### config.mk
export PLATFORM = sky130hd
export DESIGN_NAME = i2c_cmd_seq
export DESIGN_NICKNAME = d
export VERILOG_FILES = /design/src/rtl/i2c_seq_pkg.sv /design/src/rtl/i2c_seq_pick.sv /design/src/rtl/i2c_seq_intr.sv /design/src/rtl/i2c_cmd_seq.sv
export SDC_FILE = /design/constraint.sdc
export NUM_CORES = 1
export LEC_CHECK = 0
export BUFFER_PORTS_ARGS = -buffer_cell sky130_fd_sc_hd__buf_2
export CAP_MARGIN = 20
export CORE_UTILIZATION = 48
export DETAILED_ROUTE_END_ITERATION = 16
export MAX_ROUTING_LAYER = met4
export PLACE_DENSITY = 0.78
export SLEW_MARGIN = 20
export SYNTH_ARGS = -nofsm -noshare
export SYNTH_HDL_FRONTEND = slang
export SYNTH_SLANG_ARGS = --single-unit
### constraint.sdc
create_clock -name clk_i -period 2 [get_ports clk_i]
set_input_delay 0.1 -clock clk_i [delete_from_list [all_inputs] [get_ports clk_i]]
set_output_delay 0.1 -clock clk_i [all_outputs]
set_load 0.05 [all_outputs]
### src/rtl/i2c_seq_pkg.sv
package i2c_seq_pkg;
  localparam int CMD_W  = 5;
  localparam int INTR_W = 4;

  localparam int CB_START = 0;
  localparam int CB_TX    = 1;
  localparam int CB_RX    = 2;
  localparam int CB_RXL   = 3;
  localparam int CB_STOP  = 4;

  localparam int IB_TX_ACK = 0;
  localparam int IB_TX_NAK = 1;
  localparam int IB_NSTOP  = 2;
  localparam int IB_ABN    = 3;

  typedef enum logic [3:0] {
    ST_IDLE    = 4'd0,
    ST_ACTIVE  = 4'd8,
    ST_START   = 4'd9,
    ST_RESTART = 4'd10,
    ST_STOP    = 4'd11,
    ST_TXD     = 4'd12,
    ST_RXD     = 4'd13
  } mst_state_e;

  typedef enum logic [1:0] {
    OP_START = 2'd0,
    OP_SEND  = 2'd1,
    OP_RECV  = 2'd2,
    OP_STOP  = 2'd3
  } eng_op_e;

  typedef enum logic [2:0] {
    PH_NONE,
    PH_START,
    PH_TX,
    PH_RX,
    PH_STOP
  } phase_e;
endpackage

### src/rtl/i2c_seq_pick.sv
module i2c_seq_pick
  import i2c_seq_pkg::*;
(
  input  logic [CMD_W-1:0] pend_i,
  output phase_e           phase_o
);
  // fixed phase priority: start, tx, rx, stop
  always_comb begin
    if (pend_i[CB_START])                    phase_o = PH_START;
    else if (pend_i[CB_TX])                  phase_o = PH_TX;
    else if (pend_i[CB_RX] || pend_i[CB_RXL]) phase_o = PH_RX;
    else if (pend_i[CB_STOP])                phase_o = PH_STOP;
    else                                     phase_o = PH_NONE;
  end
endmodule

### src/rtl/i2c_seq_intr.sv
module i2c_seq_intr #(
  parameter int unsigned W = 4
) (
  input  logic         clk_i,
  input  logic         rst_ni,
  input  logic         clr_i,
  input  logic [W-1:0] set_i,
  output logic [W-1:0] intr_o
);
  always_ff @(posedge clk_i or negedge rst_ni) begin
    if (!rst_ni)    intr_o <= '0;
    else if (clr_i) intr_o <= '0;
    else            intr_o <= intr_o | set_i;
  end
endmodule

### src/rtl/i2c_cmd_seq.sv
module i2c_cmd_seq
  import i2c_seq_pkg::*;
#(
  parameter int unsigned DATA_W = 8
) (
  input  logic              clk_i,
  input  logic              rst_ni,
  input  logic              cmd_we_i,
  input  logic [CMD_W-1:0]  cmd_i,
  input  logic [DATA_W-1:0] buf_i,
  output logic              busy_o,
  output logic [CMD_W-1:0]  cmd_o,
  output logic [3:0]        state_o,
  output logic [INTR_W-1:0] intr_o,
  output logic [DATA_W-1:0] rx_data_o,
  output logic              eng_req_o,
  output logic [1:0]        eng_op_o,
  output logic [DATA_W-1:0] eng_byte_o,
  output logic              eng_nack_o,
  input  logic              eng_done_i,
  input  logic              eng_ack_i,
  input  logic              eng_ok_i,
  input  logic [DATA_W-1:0] eng_byte_i
);
  localparam logic [DATA_W-1:0] RX_FAIL = {DATA_W{1'b1}};

  logic [CMD_W-1:0]  pend_q;
  logic              busy_q, wait_q, skip_q, nack_q;
  mst_state_e        st_q;
  eng_op_e           op_q;
  logic [DATA_W-1:0] buf_q, rx_q;
  phase_e            cur;
  logic [INTR_W-1:0] intr_set;
  logic              accept, issue, fin;

  assign accept = cmd_we_i && !busy_q;
  assign issue  = busy_q && !wait_q;
  assign fin    = wait_q && eng_done_i;

  i2c_seq_pick u_pick (
    .pend_i (pend_q),
    .phase_o(cur)
  );

  always_comb begin
    intr_set = '0;
    if (fin) begin
      unique case (op_q)
        OP_START: if (!eng_ack_i) intr_set[IB_TX_NAK] = 1'b1;
        OP_SEND:  intr_set[eng_ack_i ? IB_TX_ACK : IB_TX_NAK] = 1'b1;
        OP_STOP:  intr_set[IB_NSTOP] = 1'b1;
        default:  ;
      endcase
    end
    if (issue && cur == PH_STOP && !st_q[3]) intr_set[IB_ABN] = 1'b1;
  end

  i2c_seq_intr #(.W(INTR_W)) u_intr (
    .clk_i (clk_i),
    .rst_ni(rst_ni),
    .clr_i (accept),
    .set_i (intr_set),
    .intr_o(intr_o)
  );

  always_ff @(posedge clk_i or negedge rst_ni) begin
    if (!rst_ni) begin
      pend_q <= '0;
      busy_q <= 1'b0;
      wait_q <= 1'b0;
      skip_q <= 1'b0;
      nack_q <= 1'b0;
      st_q   <= ST_IDLE;
      op_q   <= OP_START;
      buf_q  <= '0;
      rx_q   <= '0;
    end else if (accept) begin
      pend_q <= cmd_i;
      buf_q  <= buf_i;
      busy_q <= 1'b1;
      skip_q <= 1'b0;
    end else if (fin) begin
      wait_q <= 1'b0;
      unique case (op_q)
        OP_START: begin
          pend_q[CB_START] <= 1'b0;
          if (eng_ack_i) st_q <= ST_ACTIVE;
          else           skip_q <= 1'b1;
        end
        OP_SEND: begin
          pend_q[CB_TX] <= 1'b0;
          st_q <= ST_ACTIVE;
          if (!eng_ack_i) skip_q <= 1'b1;
        end
        OP_RECV: begin
          pend_q[CB_RX]  <= 1'b0;
          pend_q[CB_RXL] <= 1'b0;
          st_q <= ST_ACTIVE;
          rx_q <= eng_ok_i ? eng_byte_i : RX_FAIL;
        end
        default: begin
          pend_q[CB_STOP] <= 1'b0;
          st_q <= ST_IDLE;
        end
      endcase
    end else if (issue) begin
      unique case (cur)
        PH_START: begin
          st_q   <= st_q[3] ? ST_RESTART : ST_START;
          op_q   <= OP_START;
          wait_q <= 1'b1;
        end
        PH_TX: begin
          if (skip_q) pend_q[CB_TX] <= 1'b0;
          else begin
            st_q   <= ST_TXD;
            op_q   <= OP_SEND;
            wait_q <= 1'b1;
          end
        end
        PH_RX: begin
          if (skip_q) begin
            pend_q[CB_RX]  <= 1'b0;
            pend_q[CB_RXL] <= 1'b0;
          end else begin
            st_q   <= ST_RXD;
            op_q   <= OP_RECV;
            nack_q <= pend_q[CB_RXL];
            wait_q <= 1'b1;
          end
        end
        PH_STOP: begin
          if (!st_q[3]) begin
            pend_q[CB_STOP] <= 1'b0;
            st_q <= ST_IDLE;
          end else begin
            st_q   <= ST_STOP;
            op_q   <= OP_STOP;
            wait_q <= 1'b1;
          end
        end
        default: busy_q <= 1'b0;
      endcase
    end
  end

  assign busy_o     = busy_q;
  assign cmd_o      = pend_q;
  assign state_o    = st_q;
  assign rx_data_o  = rx_q;
  assign eng_req_o  = wait_q;
  assign eng_op_o   = op_q;
  assign eng_byte_o = buf_q;
  assign eng_nack_o = nack_q;

  assert_req_in_busy_R9: assert property (@(posedge clk_i) disable iff (!rst_ni)
    eng_req_o |-> busy_o);
  assert_legal_state_R10: assert property (@(posedge clk_i) disable iff (!rst_ni)
    state_o inside {4'd0, 4'd8, 4'd9, 4'd10, 4'd11, 4'd12, 4'd13});
  assert_op_hold_R3: assert property (@(posedge clk_i) disable iff (!rst_ni)
    (eng_req_o && !eng_done_i) |=> (eng_req_o && $stable(eng_op_o)));
  assert_start_state_R4: assert property (@(posedge clk_i) disable iff (!rst_ni)
    (eng_req_o && eng_op_o == 2'd0) |-> (state_o == 4'd9 || state_o == 4'd10));
  assert_stop_idle_R8: assert property (@(posedge clk_i) disable iff (!rst_ni)
    (eng_req_o && eng_op_o == 2'd3 && eng_done_i) |=> state_o == 4'd0);
  assert_stop_excl_R8: assert property (@(posedge clk_i) disable iff (!rst_ni)
    !(intr_o[IB_NSTOP] && intr_o[IB_ABN]));
  assert_ack_excl_R6: assert property (@(posedge clk_i) disable iff (!rst_ni)
    !(intr_o[IB_TX_ACK] && intr_o[IB_TX_NAK]));
  assert_write_clear_R2: assert property (@(posedge clk_i) disable iff (!rst_ni)
    (cmd_we_i && !busy_o) |=> (busy_o && intr_o == '0));
endmodule

==> results_dict.tcl <==
set metrics [dict create \
    multi_input_area_um2 627 \
    maxCapViolCount 0 \
    cts_buffers 5 \
    finalHoldViolations 0 \
    final_cell_mix "buf_2, dfrtp_1, nand2_1" \
    drive_gt1_frac 0.323 \
    final_common_cell "buf_2" \
    holdWs_ns 0.0420 \
    synthesis.area_um2 1610 \
    cts_tree "done" \
    ys_seq_elements 35 \
    clk_pin_slew_ns 0.10 \
    end_kind "flip-flop" \
    ant_nets 0 \
    die_h_um 60.0 \
    cp.arrival_ns 1.97 \
    grt_pass1_wl_um 6660 \
    p_per_area_nw_per_um2 1820 \
    syn-instance-count 170 \
    grt_pass1_vias 1527 \
    ys_seq_area_frac 0.543 \
    synthSimpleGateAreaFrac 0.190 \
    drt_wl_total_um 4050 \
    vias_per_cell 5.22 \
    peakVddDrop_mv 1.02 \
    cts_setup_buffers 0 \
    fillers 249 \
    gp_congestion 0.883 \
    grt-ovfl-total 0 \
    skew_ns 0.00609 \
    dr.pass1.iters 4 \
    power_mw 4.09 \
    utilization 0.720 \
    tightest_slew_ns 0.738 \
    synth_top_family_by_area "simple AND/OR/NAND/NOR gates" \
    diodes 0 \
    required_ns 2.23 \
    fmax_mhz 577 \
    post_drt_wl_per_cell_um 13.5 \
    dpl.hpwl_um 2610 \
    setup_viol 0 \
    cts_root_buffer "clkbuf_4" \
    grtUsageTotal 0.271 \
    drt_iter0_markers 86 \
    antenna_found_initial 0 \
    power.leakage_nw 1.14 \
    period_needed_ns 1.73 \
    clock_latency_ns 0.34 \
    fp.dieArea_um2 3600 \
    area_growth_pct 39.6 \
    ctsHtreeMaxLevel 2 \
    relSlewSlack 0.508 \
    maxSlewViolCount 0 \
    cts_resized 0 \
    yosysUniqueCellTypes 37 \
    coreArea_um2 3130 \
    synth_xor_area_frac 0 \
    yosysWarnings 0 \
    port_buffers 60 \
    die_x_um 60.0 \
    fin_nets 283 \
    synth_area_per_cell_um2 9.49 \
    rsz0062_at_grt "false" \
    start_kind "flip-flop" \
    fp-row-count 20 \
    regArea_um2 876 \
    synth_compound_area_frac 0.178 \
    io_pins 61 \
    drcViolationCount 0 \
    synthMuxAreaShare 0.0209 \
    synth-adder-area-share 0 \
    worstSetupPathType "flip-flop to flip-flop" \
    period_share 0.867 \
    status "complete, no violations" \
    initial_core_util 0.516 \
    cts_buffer_depth 2 \
    syn_nets 197 \
    fin_setup_tns_ns 0 \
    hp-class "primary input to flip-flop" \
    cp_max_fo 9 \
    clkSinkCount 35 \
    grt_start_max_net_pins 36 \
    vias 1570 \
    cts_hold_buf 22 \
    ff2ff_setup_slack_ns 0.27 \
]
-- path summary, 6_finish.rpt --
path,startpoint,to,cells after the start
max,cmd_o[3],state_o[3],4
min,eng_ok_i,rx_data_o[4],2
max reg2reg,cmd_o[3],state_o[3],4
min reg2reg,eng_byte_o[0],eng_byte_o[0],2
max in group asynchronous,rst_ni,busy_o,2
min in group asynchronous,rst_ni,cmd_o[2],2
-- synth_stat cells, drive strengths merged --
cell type  instances  share of area
a211o              1         0.0054
a211oi             1         0.0078
a21o               1         0.0054
a21oi              7          0.026
a221o              1         0.0062
a22o               3          0.017
a31oi             10          0.039
and3b              1         0.0054
buf                8          0.033
clkbuf             3         0.0070
dfrtp             35           0.54
inv               12          0.028
mux2               3          0.021
nand2             32          0.074
nand2b             2         0.0078
nand3              2         0.0062
nand3b             2         0.0093
nand4              1         0.0039
nor2              18          0.042
nor2b              1         0.0039
nor3               6          0.022
nor4               1         0.0039
o211ai             3          0.014
o21ai              7          0.022
o21bai             1         0.0047
o311ai             1         0.0054
o31ai              3          0.014
o41ai              2          0.011
or4                2          0.012
-- metrics by stage --
step / std cells / instance area [um^2] / worst slack (ns)
2_1_floorplan: 170 / 1610 / 0.149
3_3_place_gp: 271 / 1960 / 0.336
3_5_place_dp: 271 / 1960 / 0.282
4_1_cts: 301 / 2250 / 0.264
5_1_grt: 301 / 2250 / 0.182
6_report: 301 / 2250 / 0.266
-- sequential cells by signal, indices dropped and copies added (netlist names) --
register       flops
state_o            4
eng_op_o           2
eng_nack_o         1
rx_data_o          8
busy_o             1
eng_req_o          1
skip_q             1
u_intr.intr_o      4
cmd_o              5
eng_byte_o         8
-- routing by layer --
| metal | track usage | wire length [um] | up-vias |
|---|---|---|---|
| met1 | 0.312 | 1690 | 738 |
| met5 | - | 0 | - |
| met2 | 0.430 | 2110 | 63 |
| li1 | - | - | 763 |
| met3 | 0.0758 | 210 | 6 |
| met4 | 0.143 | 49 | 0 |
-- worst max-delay path, cell delays in order (launching register included) --
cell and delay (ns):
dfrtp_1 0.48, or4_1 0.57, a21oi_2 0.30, a221o_1 0.20, a21oi_1 0.06
-- power by group --
group          internal, mW  total, mW  switching [mW]  leakage (nW)
logic                 0.667       2.39            1.72         0.681
clock network         0.207      0.433           0.226        0.0386
registers              1.01       1.27           0.257         0.420
total                  1.88       4.09            2.20          1.14
-- layout make-up --
cell class / instances / area share
inverter: 12 / 0.0200
multi-input combinational: 112 / 0.278
clock buffer: 8 / 0.0306
sequential: 35 / 0.389
tap: 44 / 0.0244
timing repair buffer: 90 / 0.258
-- cell families after synthesis --
kind of cell           count (synthesis)
and+or+nand+nor                       68
AOI/OAI and AO/OA                     41
muxes                                  3
buffers and inverters                 23
DFF                                   35
Power figures use the tool's default switching activity.
